<file path="src/rtl/cdt_pkg.sv">
package cdt_pkg;
  typedef enum logic [1:0] {
    REG_STAT   = 2'd0,
    REG_CTRL   = 2'd1,
    REG_RELOAD = 2'd2,
    REG_LIVE   = 2'd3
  } reg_sel_e;

  localparam int unsigned CTL_IEN  = 0;
  localparam int unsigned CTL_AUTO = 1;
  localparam int unsigned CTL_GO   = 2;
  localparam int unsigned CTL_HALT = 3;

  localparam int unsigned ST_TO  = 0;
  localparam int unsigned ST_RUN = 1;
endpackage

</file>
<file path="src/rtl/cdt_decode.sv">
module cdt_decode
  import cdt_pkg::*;
#(
  parameter int unsigned ADDR_W = 5
) (
  input  logic [ADDR_W-1:0] addr_i,
  output logic              hit_o,
  output reg_sel_e          sel_o
);
  logic hi_zero;

  generate
    if (ADDR_W > 4) begin : g_hi
      assign hi_zero = (addr_i[ADDR_W-1:4] == '0);
    end else begin : g_nohi
      assign hi_zero = 1'b1;
    end
  endgenerate

  // word accesses only: misaligned offsets are treated as unmapped
  assign hit_o = hi_zero && (addr_i[1:0] == 2'b00);
  assign sel_o = reg_sel_e'(addr_i[3:2]);
endmodule

</file>
<file path="src/rtl/cdt_regs.sv">
module cdt_regs #(
  parameter int unsigned DATA_W = 32
) (
  input  logic              clk_i,
  input  logic              rst_ni,
  input  logic              wr_stat_i,
  input  logic              wr_ctrl_i,
  input  logic              wr_reload_i,
  input  logic [DATA_W-1:0] wdata_i,
  input  logic              expire_i,
  output logic [DATA_W-1:0] ctrl_o,
  output logic [DATA_W-1:0] reload_o,
  output logic              to_o
);
  always_ff @(posedge clk_i or negedge rst_ni) begin
    if (!rst_ni) begin
      ctrl_o   <= '0;
      reload_o <= '0;
      to_o     <= 1'b0;
    end else begin
      if (wr_ctrl_i)   ctrl_o   <= wdata_i;
      if (wr_reload_i) reload_o <= wdata_i;
      // expiry beats an acknowledge on the same edge
      if (expire_i)       to_o <= 1'b1;
      else if (wr_stat_i) to_o <= 1'b0;
    end
  end
endmodule

</file>
<file path="src/rtl/cdt_count.sv">
module cdt_count #(
  parameter int unsigned DATA_W = 32
) (
  input  logic              clk_i,
  input  logic              rst_ni,
  input  logic              tick_i,
  input  logic              go_i,
  input  logic              halt_i,
  input  logic              load_i,
  input  logic [DATA_W-1:0] load_val_i,
  input  logic [DATA_W-1:0] reload_i,
  input  logic              auto_i,
  output logic [DATA_W-1:0] count_o,
  output logic              run_o,
  output logic              expire_o
);
  localparam logic [DATA_W-1:0] ONE = DATA_W'(1);

  logic at_zero;
  assign at_zero  = (count_o == '0);
  assign expire_o = run_o && (at_zero || (tick_i && count_o == ONE));

  always_ff @(posedge clk_i or negedge rst_ni) begin
    if (!rst_ni) begin
      count_o <= '0;
      run_o   <= 1'b0;
    end else begin
      if (load_i)               count_o <= load_val_i;
      else if (expire_o)        count_o <= auto_i ? reload_i : '0;
      else if (run_o && tick_i) count_o <= count_o - ONE;

      if (halt_i)                  run_o <= 1'b0;
      else if (go_i)               run_o <= 1'b1;
      else if (expire_o && !auto_i) run_o <= 1'b0;
    end
  end
endmodule

</file>
<file path="src/rtl/countdown_timer.sv">
module countdown_timer
  import cdt_pkg::*;
#(
  parameter int unsigned DATA_W = 32,
  parameter int unsigned ADDR_W = 5
) (
  input  logic              clk_i,
  input  logic              rst_ni,
  input  logic              tick_i,
  input  logic              req_i,
  input  logic              we_i,
  input  logic [ADDR_W-1:0] addr_i,
  input  logic [DATA_W-1:0] wdata_i,
  output logic [DATA_W-1:0] rdata_o,
  output logic              irq_o
);
  logic              hit_w;
  reg_sel_e          sel_w;
  logic              wr_w, wr_stat_w, wr_ctrl_w, wr_reload_w;
  logic [DATA_W-1:0] ctrl_w, reload_w, count_w, status_w;
  logic              to_w, run_w, expire_w;

  cdt_decode #(.ADDR_W(ADDR_W)) u_dec (
    .addr_i (addr_i),
    .hit_o  (hit_w),
    .sel_o  (sel_w)
  );

  assign wr_w        = req_i && we_i && hit_w;
  assign wr_stat_w   = wr_w && (sel_w == REG_STAT);
  assign wr_ctrl_w   = wr_w && (sel_w == REG_CTRL);
  assign wr_reload_w = wr_w && (sel_w == REG_RELOAD);

  cdt_regs #(.DATA_W(DATA_W)) u_regs (
    .clk_i       (clk_i),
    .rst_ni      (rst_ni),
    .wr_stat_i   (wr_stat_w),
    .wr_ctrl_i   (wr_ctrl_w),
    .wr_reload_i (wr_reload_w),
    .wdata_i     (wdata_i),
    .expire_i    (expire_w),
    .ctrl_o      (ctrl_w),
    .reload_o    (reload_w),
    .to_o        (to_w)
  );

  cdt_count #(.DATA_W(DATA_W)) u_cnt (
    .clk_i      (clk_i),
    .rst_ni     (rst_ni),
    .tick_i     (tick_i),
    .go_i       (wr_ctrl_w && wdata_i[CTL_GO]),
    .halt_i     (wr_ctrl_w && wdata_i[CTL_HALT]),
    .load_i     (wr_reload_w),
    .load_val_i (wdata_i),
    .reload_i   (reload_w),
    .auto_i     (ctrl_w[CTL_AUTO]),
    .count_o    (count_w),
    .run_o      (run_w),
    .expire_o   (expire_w)
  );

  always_comb begin
    status_w         = '0;
    status_w[ST_TO]  = to_w;
    status_w[ST_RUN] = run_w;
  end

  always_comb begin
    rdata_o = '0;
    if (req_i && !we_i && hit_w) begin
      unique case (sel_w)
        REG_STAT:   rdata_o = status_w;
        REG_CTRL:   rdata_o = ctrl_w;
        REG_RELOAD: rdata_o = reload_w;
        REG_LIVE:   rdata_o = count_w;
        default:    rdata_o = '0;
      endcase
    end
  end

  assign irq_o = to_w && ctrl_w[CTL_IEN];
endmodule

</file>
<file path="config.mk">
export PLATFORM = sky130hd
export DESIGN_NAME = countdown_timer
export DESIGN_NICKNAME = d
export VERILOG_FILES = /design/src/rtl/cdt_pkg.sv /design/src/rtl/cdt_decode.sv /design/src/rtl/cdt_regs.sv /design/src/rtl/cdt_count.sv /design/src/rtl/countdown_timer.sv
export SDC_FILE = /design/constraint.sdc
export NUM_CORES = 1
export LEC_CHECK = 0
export ABC_AREA = 1
export BUFFER_PORTS_ARGS = -buffer_cell sky130_fd_sc_hd__buf_4
export CAP_MARGIN = 40
export CORE_ASPECT_RATIO = 0.6
export CORE_MARGIN = 3
export CORE_UTILIZATION = 30
export CTS_CLUSTER_DIAMETER = 40
export DETAILED_ROUTE_END_ITERATION = 12
export HOLD_SLACK_MARGIN = 0.1
export PLACE_DENSITY = 0.44
export SKIP_LAST_GASP = 1
export SYNTH_ARGS = -nofsm -noshare
export SYNTH_HDL_FRONTEND = slang
export SYNTH_SLANG_ARGS = --single-unit
</file>
<file path="constraint.sdc">
create_clock -name clk_i -period 4.3 [get_ports clk_i]
set_clock_uncertainty 0.05 [all_clocks]
set_input_delay 0.86 -clock clk_i [delete_from_list [all_inputs] [get_ports clk_i]]
set_output_delay 0.86 -clock clk_i [all_outputs]
set_load 0.02 [all_outputs]
</file>
==> run_results.csv <==
group,metric,value,unit
drt,routed_via_density,4.76,
clock_tree,clk_pin_slew,0.06,ns
finish,ff_latch_area,0.00245,mm2
finish,stdcell_count,1274,
global_route,grt_pass1_wl,37000,um
global_route,grt_pass1_vias,5740,
power_and_ir_drop,p_switching,1330,uW
clock_tree,clkSinkCount,98,
worst_setup_path,worstPathArrival,2.30,ns
yosys,synth-seq-cells,98,
finish,antenna_cells,0,
drt,vias,6063,
global_route,overflow,0,
yosys,ys_types,33,
flow_run,cap_violations,0,
power_and_ir_drop,p_sw_share,40.2,%
timing,tightest_slew,0.660,ns
yosys,yosysWarnings,0,
clock_tree,root_buffer,"clkbuf_16",
global_route,grt_usage,22.5,%
worst_setup_path,r2r_slack,1.39,ns
worst_setup_path,cp_slowest_cell,"nand2_1",
timing,finalMaxSlewViolations,0,
timing,finalCritPeriodShare,74.8,%
clock_tree,clock_insertion_delay_worst_skew,0.37,ns
power_and_ir_drop,p_leak,0.00387,uW
yosys,yosysTopAreaCellShare,40.0,%
yosys,yosys-top-cells-count,"nand2_1 (350), nor2_1 (162), inv_1 (116)",
yosys,yosysSeqAreaShare,40.0,%
yosys,synthTopCellsByArea,"dfrtp_1 (40%), nand2_1 (21%), nor2_1 (9.9%)",
clock_tree,htreeDepth,3,
worst_setup_path,cp_cell_sequence,"buf_4, nand2_1, inv_1, nand2_1, o21ai_0, a221oi_1, nor2_1, buf_4",
finish,drive_gt1_share,12.1,%
yosys,netlist_instances,938,
global_route,grt_start_max_net_pins,81,
timing,setup_viol,0,
yosys,syn_nets,982,
floorplan,die_y,117,um
worst_setup_path,endpoint_kind,"primary output",
clock_tree,post-cts-setup-buffers,0,
finish,area_growth,19.8,%
floorplan,die_area,0.0223,mm2
drt,ant_nets,0,
yosys,synth_edf_count,0,
finish,layout.nets,1047,
power_and_ir_drop,ir_drop,0.266,mV
drt,dr.pass1.iters,5,
min_path,min_path_type,"primary input to asynchronous set/reset pin",
drt,drc,0,
floorplan,start_util,31.4,%
timing,hold_viol_final,0,
global_route,antenna_found_initial,0,
finish,fillCellCount,2174,
worst_setup_path,reg2reg_to,"u_cnt.count_o[27]",
floorplan,pin_count,75,
drt,wl_per_cell,18.8,um
clock_tree,ctsHoldBuffers,0,
placement,dp.cells,1258,
timing,finalSetupTns,0,ns
yosys,syn-cell-area,0.00613,mm2
worst_setup_path,cp_max_fo,12,
floorplan,die_w,191,um
clock_tree,cts_tree,"built",
timing,fmax,311,MHz
finish,multi_input_area,0.00307,mm2
worst_setup_path,cpPeakStageDelay,0.36,ns
power_and_ir_drop,clkPwrFrac,26.5,%
yosys,syn_area_per_cell,6.54,um2
drt,routed_wl,24000,um
timing,relSlewSlack,55.9,%
timing,period_minus_slack,3.21,ns
power_and_ir_drop,internal_power,1980,uW
worst_setup_path,startpoint_type,"primary input",
worst_setup_path,crit_required,3.39,ns
yosys,post-synth-top-count-cell,"nand2_1",
yosys,async_flop_share,100,%
floorplan,rows,39,
yosys,ys.flop_type,"dfrtp_1",
placement,hpwl,18100,um
worst_setup_path,worst-setup-path-type,"primary input to primary output",
power_and_ir_drop,cellPowerDensity,449,mW/mm2
floorplan,coreArea,0.0195,mm2
power_and_ir_drop,share_comb_of_total_power,31.0,%
clock_tree,cts_buffers,9,
placement,placement.io_buffers,74,
timing,rsz0062_at_grt,"no",
worst_setup_path,worstRegToRegCells,12,
clock_tree,cts_buffer_depth,2,
power_and_ir_drop,seqPwrFrac,42.6,%
yosys,synth_top_cell_by_area,"dfrtp_1",
run_status,status,"complete, no violations",
drt,drt_iter0_drc,554,
worst_setup_path,crit_buf_inv,3,
worst_setup_path,critPathTopFamily,"buffers and inverters",
worst_setup_path,regToRegStartpoint,"u_cnt.count_o[0]",
clock_tree,cts_resized,0,
placement,gp_congestion,0.901,
## area by class of cell
class / count / area share, %
Clock buffer: 12 / 3.49
Clock inverter: 4 / 0.681
Timing Repair Buffer: 90 / 10.1
Sequential cell: 98 / 33.4
Inverter: 118 / 6.03
Tap cell: 266 / 4.53
Multi-Input combinational cell: 686 / 41.8
## cells in the final DEF, fill, tap and decap left out, types with 2 or more instances in the layout
cell type	instances
nand2_1	350
nor2_1	160
inv_1	116
dfrtp_1	98
buf_4	85
o21ai_0	50
nand3_1	36
o221ai_1	22
nand4_1	17
xor2_1	12
clkbuf_16	9
o211ai_1	7
nor2_2	3
nor2_4	3
nand2_2	3
nor3_1	3
a21oi_1	3
buf_12	3
o22ai_1	2
nand2_4	2
inv_2	2
ha_1	2
clkbuf_8	2
clkinvlp_4	2
## how the worst max path moves through the flow
stage / start / endpoint / depth (start not counted)
2_1_floorplan: addr_i[1] / rdata_o[2] / 6
3_3_place_gp: addr_i[2] / rdata_o[20] / 8
3_5_place_dp: addr_i[3] / rdata_o[1] / 8
4_1_cts: addr_i[3] / rdata_o[1] / 8
5_1_grt: addr_i[3] / rdata_o[1] / 8
6_report: addr_i[3] / rdata_o[1] / 8
## metal layers
metal | global-route usage, % | part of all wire, %
met1 | 39.8 | 57
met4 | 3.37 | 0.67
met5 | 0 | 0
met3 | 5.85 | 9.2
met2 | 25.4 | 33
## worst register-to-register path, cell delays in order, from the launching register on
cell	delay, ns
dfrtp_1	0.46
inv_1	0.17
ha_1	0.32
nand2_4	0.13
nor2_8	0.16
nand2_2	0.11
nand2_4	0.17
nand2_2	0.28
nand3_4	0.32
buf_12	0.25
nand3_1	0.20
nor2_1	0.14
nor2_1	0.04
## kinds of logic after synthesis
logic type      count (synthesis)  synth area share, %
flops                          98                 40.0
compound gates                 92                 9.57
xor+xnor                       12                 1.71
buf+inv                       154                 10.2
fa+ha+maj                       2                0.408
simple gates                  580                 38.2
## power groups by stage
stage / Clock, uW / Combinational, uW / Sequential [uW]
after floorplan: 0 / 694 / 1310
after global placement: 0 / 1020 / 1420
after detailed placement: 0 / 1010 / 1410
after CTS: 893 / 1020 / 1400
after global routing: 937 / 1170 / 1440
final: 874 / 1020 / 1400
## sequential cells by signal, indices dropped and copies added, names as in the netlist
signal and flops:
u_cnt.run_o 1, u_regs.ctrl_o 32, u_regs.reload_o 32, u_cnt.count_o 32, u_regs.to_o 1
## stage by stage
stage / utilization (%) / hold slack, ns / power (uW) / area (um2) / worst slack [ns]
2_1_floorplan: - / 0.392 / 2000 / 6130 / 1.54
3_3_place_gp: 35.9 / 0.409 / 2440 / 7000 / 0.967
3_5_place_dp: 36.1 / 0.408 / 2420 / 7040 / 1.07
4_1_cts: 37.7 / 0.309 / 3300 / 7350 / 1.07
5_1_grt: 37.7 / 0.318 / 3540 / 7350 / 0.971
6_report: 37.7 / 0.311 / 3300 / 7350 / 1.09
Note: power is estimated with default switching activity, not from simulation.
